`src/rtl/dsc_pkg.sv`:
```
package dsc_pkg;

    typedef enum logic [2:0] {
        ST_IDLE,
        ST_DUMMY,
        ST_CTRL_WR,
        ST_ADC_RD,
        ST_TEMP_RD,
        ST_GAP
    } seq_state_t;

    typedef enum logic [1:0] {
        FK_DUMMY,
        FK_CTRL,
        FK_READ,
        FK_TEMP
    } frame_kind_t;

endpackage

```
`src/rtl/dsc_reset_release.sv`:
```
module dsc_reset_release (
    input  logic clk,
    input  logic rst_n,
    output logic rst_out_n
);

    logic stage_q;
    logic out_q;

    always_ff @(posedge clk or negedge rst_n) begin
        if (!rst_n) begin
            stage_q <= 1'b0;
            out_q   <= 1'b0;
        end else begin
            stage_q <= 1'b1;
            out_q   <= stage_q;
        end
    end

    assign rst_out_n = out_q;

endmodule

```
`src/rtl/dsc_serial_engine.sv`:
```
// Runs one frame: clock division, bit launch on the falling edge and
// capture on the rising edge. CLK_DIV must be even and at least 4.
module dsc_serial_engine #(
    parameter int FRAME_BITS = 16,
    parameter int CLK_DIV    = 4
) (
    input  logic                  clk,
    input  logic                  rst_n,
    input  logic                  start_i,
    input  logic [FRAME_BITS-1:0] tx_i,
    input  logic                  sdo_i,
    output logic                  active_o,
    output logic                  sclk_o,
    output logic                  sdi_o,
    output logic [FRAME_BITS-1:0] rx_o,
    output logic                  frame_done_o
);

    localparam int PW   = $clog2(CLK_DIV);
    localparam int BW   = $clog2(FRAME_BITS + 1);
    localparam int HALF = CLK_DIV / 2;

    logic                  active_q;
    logic                  sclk_q;
    logic                  sdi_q;
    logic                  done_q;
    logic [PW-1:0]         ph_q;
    logic [BW-1:0]         bit_q;
    logic [FRAME_BITS-1:0] tx_q;
    logic [FRAME_BITS-1:0] rx_q;

    always_ff @(posedge clk or negedge rst_n) begin
        if (!rst_n) begin
            active_q <= 1'b0;
            sclk_q   <= 1'b1;
            sdi_q    <= 1'b0;
            done_q   <= 1'b0;
            ph_q     <= '0;
            bit_q    <= '0;
            tx_q     <= '0;
            rx_q     <= '0;
        end else begin
            done_q <= 1'b0;
            if (!active_q) begin
                if (start_i) begin
                    active_q <= 1'b1;
                    tx_q     <= tx_i;
                    ph_q     <= '0;
                    bit_q    <= '0;
                end
            end else begin
                ph_q <= (ph_q == PW'(CLK_DIV - 1)) ? '0 : ph_q + 1'b1;
                // falling edge: launch next control bit
                if (ph_q == PW'(0) && bit_q != BW'(FRAME_BITS)) begin
                    sclk_q <= 1'b0;
                    sdi_q  <= tx_q[FRAME_BITS-1];
                    tx_q   <= {tx_q[FRAME_BITS-2:0], 1'b0};
                end
                // rising edge: capture reply bit
                if (ph_q == PW'(HALF) && bit_q != BW'(FRAME_BITS)) begin
                    sclk_q <= 1'b1;
                    rx_q   <= {rx_q[FRAME_BITS-2:0], sdo_i};
                    bit_q  <= bit_q + 1'b1;
                end
                // tail of the last period: release the select
                if (ph_q == PW'(CLK_DIV - 1) && bit_q == BW'(FRAME_BITS)) begin
                    active_q <= 1'b0;
                    done_q   <= 1'b1;
                    sdi_q    <= 1'b0;
                end
            end
        end
    end

    assign active_o     = active_q;
    assign sclk_o       = sclk_q;
    assign sdi_o        = sdi_q;
    assign rx_o         = rx_q;
    assign frame_done_o = done_q;

endmodule

```
`src/rtl/dsc_sequencer.sv`:
```
module dsc_sequencer
    import dsc_pkg::*;
#(
    parameter int CH_BITS      = 3,
    parameter int GAP_CYCLES   = 4,
    parameter int DUMMY_FRAMES = 2
) (
    input  logic               clk,
    input  logic               rst_n,
    input  logic               go_i,
    input  logic               sel_temp_i,
    input  logic [CH_BITS-1:0] chan_i,
    input  logic               frame_done_i,
    output logic               start_o,
    output frame_kind_t        kind_o,
    output logic [CH_BITS-1:0] chan_o,
    output logic               final_done_o,
    output logic               final_temp_o
);

    localparam int GW = $clog2(GAP_CYCLES + 1);
    localparam int DW = $clog2(DUMMY_FRAMES + 1);

    seq_state_t         state_q, state_d;
    logic [GW-1:0]      gap_q;
    logic [DW-1:0]      dummy_q;
    logic [CH_BITS-1:0] req_chan_q;
    logic [CH_BITS-1:0] last_chan_q;
    logic               last_valid_q;
    logic               then_read_q;

    // next-state decision
    always_comb begin
        state_d = state_q;
        unique case (state_q)
            ST_IDLE: begin
                if (go_i) begin
                    if (sel_temp_i)
                        state_d = ST_TEMP_RD;
                    else if (!last_valid_q || chan_i != last_chan_q)
                        state_d = ST_CTRL_WR;
                    else
                        state_d = ST_ADC_RD;
                end
            end
            ST_DUMMY, ST_CTRL_WR, ST_ADC_RD, ST_TEMP_RD: begin
                if (frame_done_i)
                    state_d = ST_GAP;
            end
            ST_GAP: begin
                if (gap_q == GW'(GAP_CYCLES - 1)) begin
                    if (dummy_q < DW'(DUMMY_FRAMES))
                        state_d = ST_DUMMY;
                    else if (then_read_q)
                        state_d = ST_ADC_RD;
                    else
                        state_d = ST_IDLE;
                end
            end
            default: state_d = ST_GAP;
        endcase
    end

    // state register and sequencing memory
    always_ff @(posedge clk or negedge rst_n) begin
        if (!rst_n) begin
            state_q      <= ST_GAP;
            gap_q        <= '0;
            dummy_q      <= '0;
            req_chan_q   <= '0;
            last_chan_q  <= '0;
            last_valid_q <= 1'b0;
            then_read_q  <= 1'b0;
        end else begin
            state_q <= state_d;
            gap_q   <= (state_q == ST_GAP && state_d == ST_GAP) ? gap_q + 1'b1 : '0;
            if (state_q == ST_DUMMY && frame_done_i)
                dummy_q <= dummy_q + 1'b1;
            if (state_q == ST_IDLE && go_i && !sel_temp_i)
                req_chan_q <= chan_i;
            if (state_q == ST_CTRL_WR && frame_done_i) begin
                last_chan_q  <= req_chan_q;
                last_valid_q <= 1'b1;
                then_read_q  <= 1'b1;
            end else if (state_q == ST_ADC_RD) begin
                then_read_q  <= 1'b0;
            end
        end
    end

    // outputs toward the serial engine and result registers
    always_comb begin
        start_o = (state_d != state_q) &&
                  (state_d == ST_DUMMY || state_d == ST_CTRL_WR ||
                   state_d == ST_ADC_RD || state_d == ST_TEMP_RD);
        unique case (state_d)
            ST_DUMMY:   kind_o = FK_DUMMY;
            ST_CTRL_WR: kind_o = FK_CTRL;
            ST_TEMP_RD: kind_o = FK_TEMP;
            default:    kind_o = FK_READ;
        endcase
        chan_o       = (state_q == ST_IDLE) ? chan_i : req_chan_q;
        final_done_o = frame_done_i && (state_q == ST_ADC_RD || state_q == ST_TEMP_RD);
        final_temp_o = (state_q == ST_TEMP_RD);
    end

endmodule

```
`src/rtl/dual_sensor_ctrl.sv`:
```
module dual_sensor_ctrl
    import dsc_pkg::*;
#(
    parameter int CLK_DIV      = 4,
    parameter int CH_BITS      = 3,
    parameter int ADC_BITS     = 12,
    parameter int TEMP_BITS    = 10,
    parameter int FRAME_BITS   = 16,
    parameter int DUMMY_FRAMES = 2
) (
    input  logic                 clk,
    input  logic                 rst_n,
    input  logic                 go,
    input  logic                 pick_temp,
    input  logic [CH_BITS-1:0]   req_chan,
    input  logic                 sdo,
    output logic                 sclk,
    output logic                 sensor_rst_n,
    output logic                 sdi,
    output logic                 adc_cs_n,
    output logic                 temp_ce,
    output logic                 done,
    output logic [ADC_BITS-1:0]  adc_data,
    output logic [CH_BITS-1:0]   adc_tag,
    output logic [TEMP_BITS-1:0] temp_data
);

    localparam int WR_BIT = FRAME_BITS - 1;
    localparam int CH_LSB = FRAME_BITS - 3 - CH_BITS;

    logic                  start;
    frame_kind_t           kind;
    logic [CH_BITS-1:0]    frame_chan;
    logic                  final_done;
    logic                  final_temp;
    logic                  frame_done;
    logic                  active;
    logic [FRAME_BITS-1:0] tx_word;
    logic [FRAME_BITS-1:0] rx_word;
    logic                  is_temp_q;
    logic                  done_q;
    logic [ADC_BITS-1:0]   adc_q;
    logic [CH_BITS-1:0]    tag_q;
    logic [TEMP_BITS-1:0]  temp_q;

    dsc_reset_release u_rst (
        .clk       (clk),
        .rst_n     (rst_n),
        .rst_out_n (sensor_rst_n)
    );

    dsc_sequencer #(
        .CH_BITS      (CH_BITS),
        .GAP_CYCLES   (CLK_DIV),
        .DUMMY_FRAMES (DUMMY_FRAMES)
    ) u_seq (
        .clk          (clk),
        .rst_n        (rst_n),
        .go_i         (go),
        .sel_temp_i   (pick_temp),
        .chan_i       (req_chan),
        .frame_done_i (frame_done),
        .start_o      (start),
        .kind_o       (kind),
        .chan_o       (frame_chan),
        .final_done_o (final_done),
        .final_temp_o (final_temp)
    );

    // control word for the frame about to start
    always_comb begin
        tx_word = '0;
        unique case (kind)
            FK_DUMMY: tx_word = '1;
            FK_CTRL: begin
                tx_word[WR_BIT]                 = 1'b1;
                tx_word[CH_LSB +: CH_BITS]      = frame_chan;
            end
            FK_READ, FK_TEMP: tx_word = '0;
            default: tx_word = '0;
        endcase
    end

    dsc_serial_engine #(
        .FRAME_BITS (FRAME_BITS),
        .CLK_DIV    (CLK_DIV)
    ) u_eng (
        .clk          (clk),
        .rst_n        (rst_n),
        .start_i      (start),
        .tx_i         (tx_word),
        .sdo_i        (sdo),
        .active_o     (active),
        .sclk_o       (sclk),
        .sdi_o        (sdi),
        .rx_o         (rx_word),
        .frame_done_o (frame_done)
    );

    always_ff @(posedge clk or negedge rst_n) begin
        if (!rst_n) begin
            is_temp_q <= 1'b0;
            done_q    <= 1'b0;
            adc_q     <= '0;
            tag_q     <= '0;
            temp_q    <= '0;
        end else begin
            if (start)
                is_temp_q <= (kind == FK_TEMP);
            done_q <= final_done;
            if (final_done) begin
                if (final_temp) begin
                    temp_q <= rx_word[FRAME_BITS-1 -: TEMP_BITS];
                end else begin
                    adc_q <= rx_word[ADC_BITS-1:0];
                    tag_q <= rx_word[ADC_BITS +: CH_BITS];
                end
            end
        end
    end

    assign adc_cs_n  = !(active && !is_temp_q);
    assign temp_ce   = active && is_temp_q;
    assign done      = done_q;
    assign adc_data  = adc_q;
    assign adc_tag   = tag_q;
    assign temp_data = temp_q;

endmodule

```
`config.mk`:
```
export PLATFORM = sky130hd
export DESIGN_NAME = dual_sensor_ctrl
export DESIGN_NICKNAME = d
export VERILOG_FILES = /design/src/rtl/dsc_pkg.sv /design/src/rtl/dsc_reset_release.sv /design/src/rtl/dsc_serial_engine.sv /design/src/rtl/dsc_sequencer.sv /design/src/rtl/dual_sensor_ctrl.sv
export SDC_FILE = /design/constraint.sdc
export NUM_CORES = 1
export LEC_CHECK = 0
export BUFFER_PORTS_ARGS = -buffer_cell sky130_fd_sc_hd__buf_2
export CORE_MARGIN = 3
export CORE_UTILIZATION = 44
export CTS_CLUSTER_SIZE = 30
export DETAILED_ROUTE_END_ITERATION = 16
export PLACE_DENSITY = 0.73
export SKIP_LAST_GASP = 1
export SYNTH_ARGS = -nofsm -noshare
export SYNTH_HDL_FRONTEND = slang
export SYNTH_HIERARCHICAL = 1
export SYNTH_SLANG_ARGS = --single-unit
```
`constraint.sdc`:
```
create_clock -name clk -period 3.5 [get_ports clk]
set_input_delay 0.175 -clock clk [delete_from_list [all_inputs] [get_ports clk]]
set_output_delay 0.175 -clock clk [all_outputs]
set_load 0.05 [all_outputs]
```
==> impl_metrics.ini <==
[timing]
whs_ns = -0.01586
hold_violations = 10
fmax_ghz = 0.3571
setup_viol = 0
max_slew_margin_pct = 29.91
layout_setup_ws_ns = 0.6995
rsz0062_at_grt = false
finalSetupTns_ns = 0
period_share_pct = 80.01
slew_violations = 0
worst_slew_pin_slew_ns = 1.051
finalClockSkew_ns = 0.01050
fin_crit_ns = 2.800

[critical_path]
worstSetupEndpointType = flip-flop
start_kind = flip-flop
required_ns = 3.80
r2r-start = u_seq/gap_q[0]
cp_max_fo = 12
crit_type = reg2reg
worstPathArrival_ns = 3.10
startpoint = u_seq/gap_q[0]

[yosys]
synth-compound-area-share_pct = 9.220
yosys.area.top_type = dfrtp_1
yosys_warnings = 6
synth_top_area_share_pct = 53.49
ys_ff_latch = 88
yosysSeqAreaShare_pct = 55.48
synth-edff-count = 0
synth_simple_gate_area_share_pct = 11.39
synth_fa_ha_area_share_pct = 2.203
synth.area.top_cells = dfrtp_1, mux2_2, o221a_2
synthArstFlopShare_pct = 100.0
synth_xor_area_share_pct = 1.762
syn_area_um2 = 3976
ys_types = 58
synth_fp_nets = 310
synth_top_family_by_area = multiplexers
muxShareOfSynthArea_pct = 15.89
synth_cells = 295
avgSynthCellArea_um2 = 13.48
synthFlopType = dfrtp_1

[clock_network]
htreeDepth = 3
cts_tree = done
hold_buffers = 0
cts_resized = 0
insertion_delay_ns = 0.36
cts_num_sinks = 88
cts-buffers-inserted = 9
clockRootBuffer = clkbuf_8
clk_pin_slew_worst_paths_ns = 0.09
post_cts_buffers = 0
clockBufferDepth = 2

[global_route]
grt_util_all_layers_pct = 14.58
grt_pass1_wl_mm = 11.64
antenna_found_initial = 0
grt_max_degree = 89
grt_pass1_vias = 2404
grt_overflow = 0

[place]
place_congestion = 0.8328
place_ws_ns = 0.7373
dp.cells = 432
io_buffer_count = 38
post-dp-hpwl_mm = 4.416

[finish]
final_util_pct = 50.66
mostFrequentLayoutCells = dfrtp_1, mux2_2, buf_2, o221a_2
n_antenna_cell = 0
final_layout_size_suffix_gt1_share_pct = 41.18
finalNonFillerCells = 448
layout_commonest_cell = dfrtp_1
nets = 350
synthToLayoutAreaGrowth_pct = 11.64

[drt]
drt-pass1-iter-count = 4
drt-total-wl_mm = 6.798
drt_iter0_drc = 122
routed-via-count = 2391
wl_per_cell_um = 15.17
drc = 0
ant_nets = 0
via_per_inst = 5.337

[job]
maxCapViolCount = 0

[die]
start_util_pct = 45.37
core-area_um2 = 8763
rows = 34
die_h_um = 101.1
io_pins = 39
die_area_um2 = 10210
die_w_um = 101.1

[outcome]
violations = hold timing
status = complete, but fails checks

[power]
ir_worst_vdd_v = 0.0002133
leakage_uw = 0.002132
powerDensity_nw_per_um2 = 421.3

[worst_hold_path]
hp-class = in2async
[cell families (layout without fill, tap and decap cells)]
group / after synthesis / after routing
DFF: 88 / 88
and+or+nand+nor: 72 / 72
muxes: 53 / 53
AOI/OAI and AO/OA: 41 / 41
buffers and inverters: 25 / 70
xor gates and xnor gates: 8 / 8
adders and majority gates: 7 / 7
other: 1 / 1
[sequential cells by signal (all words and copies together) (netlist names), 5 cells and up]
register     flops
u_eng/rx_o      16
adc_data        12
u_eng/tx_q      16
u_eng/bit_q      5
temp_data       10
[layer usage]
metal	track usage [%]	share of wire [%]
met4	7.362	2.1
met1	19.11	47
met5	0	0
met2	22.64	47
met3	3.322	3.6
[cell usage after synthesis, drive strengths merged, types with 2 or more instances]
library cell	n
o221a	15
or2b	5
o211ai	2
nor3	3
o21ai	6
nor4b	2
nand3b	2
mux2	51
dfstp	3
dfrtp	85
a31oi	3
ha	7
nand2	15
and4bb	2
mux2i	2
xor2	3
a21o	2
nand3	8
and2	2
nor2	11
a21oi	5
inv	14
xnor2	5
buf	10
nand2b	12
[worst max-delay path: stages, from the launching register on]
cell and delay [ns]:
dfrtp_1 0.36, ha_1 0.15, ha_1 0.24, and4bb_2 0.27, o32a_1 0.33, a41oi_2 0.23
xnor2_1 0.15, nand2_1 0.14, nor2_1 0.50, nand2b_1 0.19, o221a_2 0.18
[metrics by stage]
stage | total power [uW] | instance area, um^2
finish | 1870 | 4439
global route | 1939 | 4439
CTS | 1887 | 4439
detailed placement | 1102 | 4214
global placement | 1101 | 4214
floorplan | 1070 | 3976
[area by class of cell]
| type | count | area (um^2) |
|---|---|---|
| fillers | 754 | 4324 |
| clock inverters | 7 | 101.3 |
| flip-flops and latches | 88 | 2206 |
| inverters | 14 | 52.55 |
| repair buffers | 40 | 207.7 |
| well taps | 108 | 135.1 |
| clock buffers | 9 | 123.9 |
| multi-input cells | 182 | 1613 |
[power breakdown]
group          internal (uW)  total (uW)  leakage, uW  switching, uW
Sequential              1030        1030      0.00111           7.52
Combinational           12.9        45.9     0.000915           33.0
Clock                    409         791     0.000107            381
[path summary, 6_finish.rpt]
check	endpoint	slack (ns)	depth (start not counted)
min in group clk	u_eng/rx_o[0]	0.04	2
worst min-delay path	u_seq/last_chan_q[1]	-0.02	1
worst min register to register	u_rst/rst_out_n	0.36	0
max in group asynchronous	adc_data[9]	2.83	1
worst max register to register	u_eng/tx_q[4]	0.70	10
worst max-delay path	u_eng/tx_q[4]	0.70	10
Power figures use the tool's default switching activity.
